[src/rtl/spi_bx_pkg.sv]
package spi_bx_pkg;
    // Exchange sequencer states
    typedef enum logic [2:0] {
        BX_IDLE,
        BX_FETCH,
        BX_SHIFT,
        BX_STORE,
        BX_FINISH
    } bx_state_e;
endpackage

[src/rtl/spi_bx_shifter.sv]
// Serial bit engine: two system cycles per bit, MSB first, mode by cpol/cpha.
module spi_bx_shifter #(
    parameter int DATA_W = 8
) (
    input  logic              clk,
    input  logic              rst_n,
    input  logic              load_i,
    input  logic [DATA_W-1:0] load_data_i,
    input  logic              run_i,
    input  logic              cpol_i,
    input  logic              cpha_i,
    input  logic              miso_i,
    output logic              sclk_o,
    output logic              mosi_o,
    output logic              last_o,
    output logic [DATA_W-1:0] rx_byte_o
);
    localparam int HALF_N = 2 * DATA_W;
    localparam int PH_W   = $clog2(HALF_N);

    logic [PH_W-1:0]   ph_q;
    logic [DATA_W-1:0] tx_sh_q;
    logic [DATA_W-1:0] rx_sh_q;
    logic              mosi_q;

    always_ff @(posedge clk or negedge rst_n) begin
        if (!rst_n) begin
            ph_q    <= '0;
            tx_sh_q <= '0;
            rx_sh_q <= '0;
            mosi_q  <= 1'b0;
        end else if (load_i) begin
            ph_q <= '0;
            if (cpha_i) begin
                tx_sh_q <= load_data_i;
            end else begin
                // phase 0: first bit must be present before the leading edge
                mosi_q  <= load_data_i[DATA_W-1];
                tx_sh_q <= {load_data_i[DATA_W-2:0], 1'b0};
            end
        end else if (run_i) begin
            ph_q <= ph_q + 1'b1;
            if (!ph_q[0]) begin
                // leading edge happens at the end of this half
                if (cpha_i) begin
                    mosi_q  <= tx_sh_q[DATA_W-1];
                    tx_sh_q <= {tx_sh_q[DATA_W-2:0], 1'b0};
                end else begin
                    rx_sh_q <= {rx_sh_q[DATA_W-2:0], miso_i};
                end
            end else begin
                // trailing edge happens at the end of this half
                if (cpha_i) begin
                    rx_sh_q <= {rx_sh_q[DATA_W-2:0], miso_i};
                end else begin
                    mosi_q  <= tx_sh_q[DATA_W-1];
                    tx_sh_q <= {tx_sh_q[DATA_W-2:0], 1'b0};
                end
            end
        end
    end

    always_comb begin
        sclk_o    = cpol_i ^ (run_i & ph_q[0]);
        mosi_o    = mosi_q;
        last_o    = run_i && (ph_q == PH_W'(HALF_N - 1));
        rx_byte_o = rx_sh_q;
    end

    // the serial clock toggles on every cycle of a running shift
    assert_sclk_toggle_R3: assert property (@(posedge clk) disable iff (!rst_n)
        (run_i && $past(run_i)) |-> (sclk_o != $past(sclk_o)));

    // data output only moves on a load or a running shift
    assert_mosi_hold_R3: assert property (@(posedge clk) disable iff (!rst_n)
        (!run_i && !load_i) |=> $stable(mosi_o));
endmodule

[src/rtl/spi_bx_counters.sv]
// Burst and skip counters captured at start, stepped once per transfer.
module spi_bx_counters #(
    parameter int CNT_W = 24
) (
    input  logic             clk,
    input  logic             rst_n,
    input  logic             load_i,
    input  logic [CNT_W-1:0] burst_i,
    input  logic [CNT_W-1:0] skip_i,
    input  logic             discard_i,
    input  logic             step_i,
    output logic             keep_o,
    output logic             burst_last_o
);
    logic [CNT_W-1:0] bc_q;
    logic [CNT_W-1:0] tc_q;
    logic             lim_q;
    logic             disc_q;

    always_ff @(posedge clk or negedge rst_n) begin
        if (!rst_n) begin
            bc_q   <= '0;
            tc_q   <= '0;
            lim_q  <= 1'b0;
            disc_q <= 1'b0;
        end else if (load_i) begin
            bc_q   <= burst_i;
            tc_q   <= skip_i;
            lim_q  <= |burst_i;
            disc_q <= discard_i;
        end else if (step_i) begin
            if (!keep_o) tc_q <= tc_q - 1'b1;
            if (lim_q)   bc_q <= bc_q - 1'b1;
        end
    end

    always_comb begin
        keep_o       = ~(disc_q & (|tc_q));
        burst_last_o = lim_q && (bc_q == CNT_W'(1));
    end

    // a limited burst never steps past zero
    assert_bc_live_R7: assert property (@(posedge clk) disable iff (!rst_n)
        (step_i && lim_q) |-> (bc_q != '0));

    // without discard the skip count is left alone
    assert_tc_frozen_R5: assert property (@(posedge clk) disable iff (!rst_n)
        (step_i && !disc_q && !load_i) |=> $stable(tc_q));
endmodule

[src/rtl/spi_burst_xchg.sv]
module spi_burst_xchg
    import spi_bx_pkg::*;
#(
    parameter int DATA_W = 8,
    parameter int CNT_W  = 24
) (
    input  logic              clk,
    input  logic              rst_n,
    input  logic              start_i,
    input  logic [CNT_W-1:0]  burst_len_i,
    input  logic [CNT_W-1:0]  skip_len_i,
    input  logic              discard_en_i,
    input  logic              cpol_i,
    input  logic              cpha_i,
    input  logic              tx_empty_i,
    input  logic [DATA_W-1:0] tx_data_i,
    output logic              tx_pop_o,
    input  logic              rx_full_i,
    output logic              rx_push_o,
    output logic [DATA_W-1:0] rx_data_o,
    output logic              rx_ovf_o,
    output logic              sclk_o,
    output logic              mosi_o,
    input  logic              miso_i,
    output logic              busy_o,
    output logic              done_o,
    output logic              xch_clr_o
);
    bx_state_e state_q, state_d;
    logic      cpol_q, cpha_q;
    logic      start_acc;
    logic      shift_last, keep_byte, burst_last;
    logic      cpol_eff;
    logic      load_byte, run_shift, step_xfer;

    assign start_acc = (state_q == BX_IDLE) && start_i;
    assign cpol_eff  = (state_q == BX_IDLE) ? cpol_i : cpol_q;

    // State register and mode capture
    always_ff @(posedge clk or negedge rst_n) begin
        if (!rst_n) begin
            state_q <= BX_IDLE;
            cpol_q  <= 1'b0;
            cpha_q  <= 1'b0;
        end else begin
            state_q <= state_d;
            if (start_acc) begin
                cpol_q <= cpol_i;
                cpha_q <= cpha_i;
            end
        end
    end

    // Transitions
    always_comb begin
        state_d = state_q;
        unique case (state_q)
            BX_IDLE:   if (start_i) state_d = BX_FETCH;
            BX_FETCH:  state_d = tx_empty_i ? BX_FINISH : BX_SHIFT;
            BX_SHIFT:  if (shift_last) state_d = BX_STORE;
            BX_STORE:  state_d = burst_last ? BX_FINISH : BX_FETCH;
            BX_FINISH: state_d = BX_IDLE;
            default:   state_d = BX_IDLE;
        endcase
    end

    // Outputs
    always_comb begin
        busy_o    = (state_q != BX_IDLE);
        tx_pop_o  = (state_q == BX_FETCH) && !tx_empty_i;
        load_byte = tx_pop_o;
        run_shift = (state_q == BX_SHIFT);
        step_xfer = (state_q == BX_STORE);
        rx_push_o = step_xfer && keep_byte && !rx_full_i;
        rx_ovf_o  = step_xfer && keep_byte && rx_full_i;
        done_o    = (state_q == BX_FINISH);
        xch_clr_o = (state_q == BX_FINISH);
    end

    spi_bx_shifter #(.DATA_W(DATA_W)) shifter_i (
        .clk         (clk),
        .rst_n       (rst_n),
        .load_i      (load_byte),
        .load_data_i (tx_data_i),
        .run_i       (run_shift),
        .cpol_i      (cpol_eff),
        .cpha_i      (cpha_q),
        .miso_i      (miso_i),
        .sclk_o      (sclk_o),
        .mosi_o      (mosi_o),
        .last_o      (shift_last),
        .rx_byte_o   (rx_data_o)
    );

    spi_bx_counters #(.CNT_W(CNT_W)) counters_i (
        .clk          (clk),
        .rst_n        (rst_n),
        .load_i       (start_acc),
        .burst_i      (burst_len_i),
        .skip_i       (skip_len_i),
        .discard_i    (discard_en_i),
        .step_i       (step_xfer),
        .keep_o       (keep_byte),
        .burst_last_o (burst_last)
    );

    // idle serial clock sits at the selected polarity
    assert_idle_sclk_R1: assert property (@(posedge clk) disable iff (!rst_n)
        !busy_o |-> (sclk_o == cpol_i));

    // busy only begins after an accepted start
    assert_start_only_idle_R2: assert property (@(posedge clk) disable iff (!rst_n)
        $rose(busy_o) |-> $past(start_i));

    // never push into a full receive FIFO, never push and drop together
    assert_push_space_R6: assert property (@(posedge clk) disable iff (!rst_n)
        rx_push_o |-> !rx_full_i);
    assert_push_ovf_excl_R6: assert property (@(posedge clk) disable iff (!rst_n)
        !(rx_push_o && rx_ovf_o));

    // no pop from an empty transmit FIFO
    assert_pop_nonempty_R8: assert property (@(posedge clk) disable iff (!rst_n)
        tx_pop_o |-> !tx_empty_i);

    // completion pulse pairs with the clear and is followed by idle
    assert_done_clr_R9: assert property (@(posedge clk) disable iff (!rst_n)
        done_o |-> (xch_clr_o && busy_o));
    assert_idle_after_done_R9: assert property (@(posedge clk) disable iff (!rst_n)
        done_o |=> !busy_o);
endmodule

[config.mk]
export PLATFORM = sky130hd
export DESIGN_NAME = spi_burst_xchg
export DESIGN_NICKNAME = d
export VERILOG_FILES = /design/src/rtl/spi_bx_pkg.sv /design/src/rtl/spi_bx_shifter.sv /design/src/rtl/spi_bx_counters.sv /design/src/rtl/spi_burst_xchg.sv
export SDC_FILE = /design/constraint.sdc
export NUM_CORES = 1
export LEC_CHECK = 0
export BUFFER_PORTS_ARGS = -buffer_cell sky130_fd_sc_hd__buf_4
export CAP_MARGIN = 20
export CORE_MARGIN = 4
export CORE_UTILIZATION = 56
export DETAILED_ROUTE_END_ITERATION = 8
export PLACE_DENSITY = 0.81
export SYNTH_ARGS = -nofsm -noshare
export SYNTH_HDL_FRONTEND = slang
export SYNTH_SLANG_ARGS = --single-unit
[constraint.sdc]
create_clock -name clk -period 3.3 [get_ports clk]
set_input_delay 0.825 -clock clk [delete_from_list [all_inputs] [get_ports clk]]
set_output_delay 0.825 -clock clk [all_outputs]
set_load 0.02 [all_outputs]
---- Word level (Yosys, flattened, before mapping) ----
Cells that the tools add are included.
storage, ports and cells
  logic and storage cells ................. 85
  input bits .............................. 65
  bits in registers ....................... 76
  output and inout bits ................... 16
operators by class
  add/sub/neg operators ................... 3
  equal/unequal tests ..................... 13
  multiplexer cells ....................... 29
  bitwise gates (word level) .............. 5
  reduce and logical (&&, ||, !) cells .... 24
operator list
  kind                                                count
  2-to-1 mux 24 bit                                   6
  2-to-1 mux 8 bit                                    9
  OR reduction 24 bit                                 2
  subtractor 24 x 1 -> 24 bit, second input constant  2
  == test 24 x 1 -> 1 bit, second input constant      1
  2-to-1 mux 3 bit                                    4
  case mux 3 bit (4 select lines)                     1
  inequality test 2 bit, second input constant        5
  2-to-1 mux 4 bit                                    2
  AND reduction 4 bit                                 2
  nonzero test 2 bit                                  4
  logical AND 1 bit                                   7
  2-to-1 mux 1 bit                                    7
  == test 3 x 2 -> 1 bit, second input constant       2
  AND reduction 2 bit                                 3
  nonzero test 3 bit                                  2
  adder 4 x 1 -> 4 bit, second input constant         1
  == test 4 bit, second input constant                1
  == test 3 x 1 -> 1 bit, second input constant       1
  == test 3 bit, second input constant                1
  zero test 3 bit                                     1
  inequality test 3 bit, second input constant        1
  AND reduction 3 bit                                 1
  AND 1 bit                                           2
  4 further kinds                                     6

---- Logic depth before layout (Yosys ltp) ----
  depth in word-level cells ............... 5
  depth in mapped cells ................... 8
  gate-level depth less buffers ........... 7

---- Hierarchy ----
A second synthesis with hierarchy kept.
second synthesis, totals
  cells, all modules ...................... 455
  area, all modules ....................... 4350.4 um2
modules (own cells, without submodules)
  module           cells each  instances  area an instance (um2)  sequential area each (um2)
  spi_bx_counters  335         1          2991.6                  1251.2
  spi_bx_shifter   88          1          1034.7                  525.5
  spi_burst_xchg   32          1          324.1                   125.1

---- Worst setup path after synthesis ----
Ideal clock, no wire load.
  kind .................................... register to output
  start point ............................. register counters_i.tc_q[0]
  end point ............................... output port rx_push_o
  cell stages (with the launch flop) ...... 8
  data required time ...................... 2.475 ns
  data arrival time ....................... 2.160 ns
  setup slack ............................. 0.315 ns
  buffers on the path ..................... 0
  cells stage by stage .................... dfrtp_1 > inv_1 > ha_1 > or4b_2 > nor3_2 > nand2_1 > a21oi_1 > nor2b_1
on the way
  word-level cells in the longest chain between the ends .. 5
RTL lines
  element                         line                   text
  from (decl)                     spi_bx_counters.sv:16  logic [CNT_W-1:0] tc_q;
  from (signal assigned)          spi_bx_counters.sv:28  tc_q <= skip_i;
  from (signal assigned)          spi_bx_counters.sv:32  if (!keep_o) tc_q <= tc_q - 1'b1;
  OR reduction 24 bit             spi_bx_counters.sv:38  keep_o = ~(disc_q & (|tc_q));
  AND 1 bit                       spi_bx_counters.sv:38
  NOT 1 bit                       spi_bx_counters.sv:38
  logical AND 1 bit (2 in a row)  spi_burst_xchg.sv:74   rx_push_o = step_xfer && keep_byte && !rx_full_i;
  to (decl)                       spi_burst_xchg.sv:19   output logic rx_push_o,
Every way passes these cells.

---- Final worst setup path ----
  start point ............................. register counters_i.tc_q[12]
  end point ............................... output port rx_push_o
The elaborated chain is that of the path after synthesis.

==> parameters.txt <==
Parameter                              Value

Outcome
  Result of the run ... finished, final reports clean

Logic synthesis
  Area of the mapped netlist ... approximately 0.0042 mm^2
  Number of storage elements in the synthesis netlist ... 76
  Fraction of registers with async set or reset after synthesis ... 100%
  Count of yosys warnings during synthesis ... 0
  Total nets after synthesis ... 529
  Count of flip-flops with a built-in enable after synthesis ... 0
  Sequential-to-total area share from yosys stat ... 45.2%
  Count of distinct cell types in the synthesized netlist ... 49
  Synth Flop Type ... sky130_fd_sc_hd__dfrtp_1
  Avg Cell Area, Syn ... between 9 and 10 um^2
  Number of standard cells after synthesis ... between 400 and 500

GRT
  Via count of the first global-routing pass ... between 3,000 and 4,000
  Global-route wire length before repair ... 17.3 mm
  Number of antenna violations at the first check in global routing ... 0
  Total GRT Usage ... 24.3%
  Overall overflow remaining after global route ... 0
  Pin count of the biggest net entering global routing ... 77

CTS
  Largest buffer count on any clock path ... 2
  Clock Sink Count ... between 70 and 80
  Clock insertion delay at the later pin of the skew report ... 0.35 ns
  Clock tree from TritonCTS ... built
  Root Buffer Master ... sky130_fd_sc_hd__clkbuf_8
  CTS H-tree depth ... 3
  Total CTS buffers ... 9
  Reg clk slew, reported paths ... 0.09 ns
  Post-CTS setup buffer count ... 0

Cells and area
  Synth-to-Final Area Change ... 22.2%
  Diodes inserted ... 0
  Leading cell type in the layout, fill and taps excluded ... sky130_fd_sc_hd__buf_4
  Core Util, Final ... 70.5%
  Layout cells sized above 1 ... 24.1%
  Final instance count without filler cells ... ~640
  Fillcell total ... around 600
  Most used cells in the layout excluding fill and tap cells ... sky130_fd_sc_hd__buf_4, sky130_fd_sc_hd__nand2_1, sky130_fd_sc_hd__dfrtp_1, sky130_fd_sc_hd__o21ai_0, sky130_fd_sc_hd__nand3_1
  Final non-filler cell area ... 0.00514 mm^2
  Final-stage net count ... 608

Worst setup path
  Number of cells traversed by the worst register-to-register path ... 6
  Path type of the worst setup path ... reg2out
  R2R Path End ... counters_i.tc_q[16]
  Worst flop-to-flop path startpoint ... counters_i.tc_q[12]
  Worst path arrival time ... 2.32 ns
  Element type at the critical path start ... flop
  Type of destination of the critical path ... primary output
  Worst-case register-to-register setup slack ... 0.61 ns
  Worst EP required ... ~2.5 ns
  Maximum fanout along the worst path ... 5

Route
  Total Routed Length ... 10.6 mm
  Wire per inst ... ~16 um
  Via density per instance ... 5.99
  DR iter-0 viols ... 270
  Number of routed nets with antenna violations ... 0
  Residual DRC count ... 0
  Vias after detailed routing ... 3,844
  Router iterations before antenna repair ... 4

Die
  Die boundary height ... between 90 and 100 um
  Width of the die ... 94.7 um
  Starting density of the core ... 57.7%
  Io pins ... 81
  # rows ... 31
  Area of the die ... 0.00897 mm^2
  Placeable core region ... 0.00729 mm^2

Place
  Weighted congestion reported at the end of routability-driven placement ... 0.817
  Placed instance area ... just under 0.005 mm^2
  Placed Instances ... 626
  Dpl ws ... 0.376 ns
  Number of input and output port buffers inserted ... 80
  Total half-perimeter wirelength after legalization and detailed placement ... roughly 7.6 mm

STA
  Setup violation total in the final timing report ... 0
  Setup clock skew after layout ... between 0.01 and 0.015 ns
  Post-route fraction of the period consumed by the critical path ... 95.2%
  Total count of max-transition violations in the final report ... 0
  Final-report hold violation count ... 0
  Post-layout worst setup margin ... 0.159 ns
  Worst slew margin ... 36.0%
  Fmax ... about 320 MHz
  Worst hold slack ... roughly 0.48 ns
  Sum of negative setup slack ... 0 ns
  RSZ-0062 raised after global routing ... no
  Slew at the pin with the worst max-slew slack ... 0.960 ns
  Min cycle time layout ... roughly 3.1 ns

Min path
  Worst Hold Endpoint ... shifter_i.tx_sh_q[1]
  Worst Hold Launch ... shifter_i.tx_sh_q[1]
  Type of the most critical hold path ... reg2reg
  Cell count of the worst hold path ... 2

Flow run
  Max Cap Viol ... 0

Pwr
  Pwr dens ... between 800 and 900 mW/mm^2
  Leakage dissipation ... 2.17 nW
  Power after layout ... 4.21 mW
  Maximum VDD drop ... 0.502 mV
report_power, final:
part           leakage [nW]  internal, mW  switching [mW]
clock                0.0995         0.377           0.373
sequential            0.942          1.35           0.451
combinational          1.13         0.763           0.895
total                  2.17          2.49            1.72
registers in the layout, summed over array words and instances, names as in the netlist, 3 cells and up:
signal	cells
state_q	3
counters_i.tc_q	24
shifter_i.rx_byte_o	8
shifter_i.ph_q	4
shifter_i.tx_sh_q	8
counters_i.bc_q	24
final cells by class:
cell class | instances | area (um^2) | share of cell area [%]
Multi-Input combinational cell | 353 | 2200 | 42.8
Clock buffer | 10 | 138 | 2.68
Sequential cell | 76 | 1900 | 37.0
Inverter | 7 | 26.3 | 0.511
Clock inverter | 6 | 71.3 | 1.39
Tap cell | 99 | 124 | 2.41
Timing Repair Buffer | 91 | 683 | 13.3
repair_timing:
item	4_1_cts	5_1_grt
hold buffers	0	0
endpoints found under the setup margin	1	0
resized for setup	1	0
hold endpoints to repair	0	0
Yosys cell counts, drive strengths merged, types with 13 or more instances:
library cell / instances / area [um^2]
dfrtp: 76 / 1900
o311ai: 15 / 131
o211ai: 20 / 150
a21oi: 16 / 80.1
nor4: 13 / 87.6
or4: 14 / 113
nor2: 21 / 78.8
or3: 17 / 106
nand2: 77 / 289
o21ai: 34 / 170
clkbuf: 18 / 67.6
nand3: 22 / 110
nor3: 17 / 95.1
metal layers:
layer / GRT usage (%) / vias to the layer above / share of wire, % / routed length (um)
li1: - / 1867 / - / -
met1: 33.0 / 1831 / 45 / 4740
met5: 0 / - / 0 / 0
met3: 4.46 / 8 / 6.0 / 639
met4: 7.57 / 0 / 0.74 / 78
met2: 39.7 / 138 / 48 / 5130
worst max path at each step:
stage,from,cells past startpoint,end
3_3_place_gp,counters_i.tc_q[0],8,rx_push_o
3_5_place_dp,counters_i.tc_q[0],8,rx_push_o
2_1_floorplan,counters_i.tc_q[0],7,rx_push_o
5_1_grt,counters_i.tc_q[12],6,rx_push_o
4_1_cts,counters_i.tc_q[12],6,rx_push_o
6_report,counters_i.tc_q[12],6,rx_push_o
cell families after synthesis:
| group | count (synthesis) | share of synthesized area, % |
|---|---|---|
| AOI/OAI and AO/OA | 103 | 16.2 |
| muxes | 20 | 5.08 |
| buffers and inverters | 30 | 2.82 |
| adders and majority gates | 5 | 1.49 |
| xor gates and xnor gates | 15 | 3.12 |
| DFF | 76 | 45.2 |
| and+or+nand+nor | 210 | 26.2 |
worst max-delay path, cell delays in order, from the launching register on:
cell and delay, ns:
sky130_fd_sc_hd__dfrtp_1 0.42, sky130_fd_sc_hd__or4_4 0.57, sky130_fd_sc_hd__nor4_2 0.31, sky130_fd_sc_hd__nand2_1 0.16, sky130_fd_sc_hd__a21oi_1 0.19, sky130_fd_sc_hd__nor2b_1 0.16
sky130_fd_sc_hd__buf_4 0.15
Power figures use the tool's default switching activity.
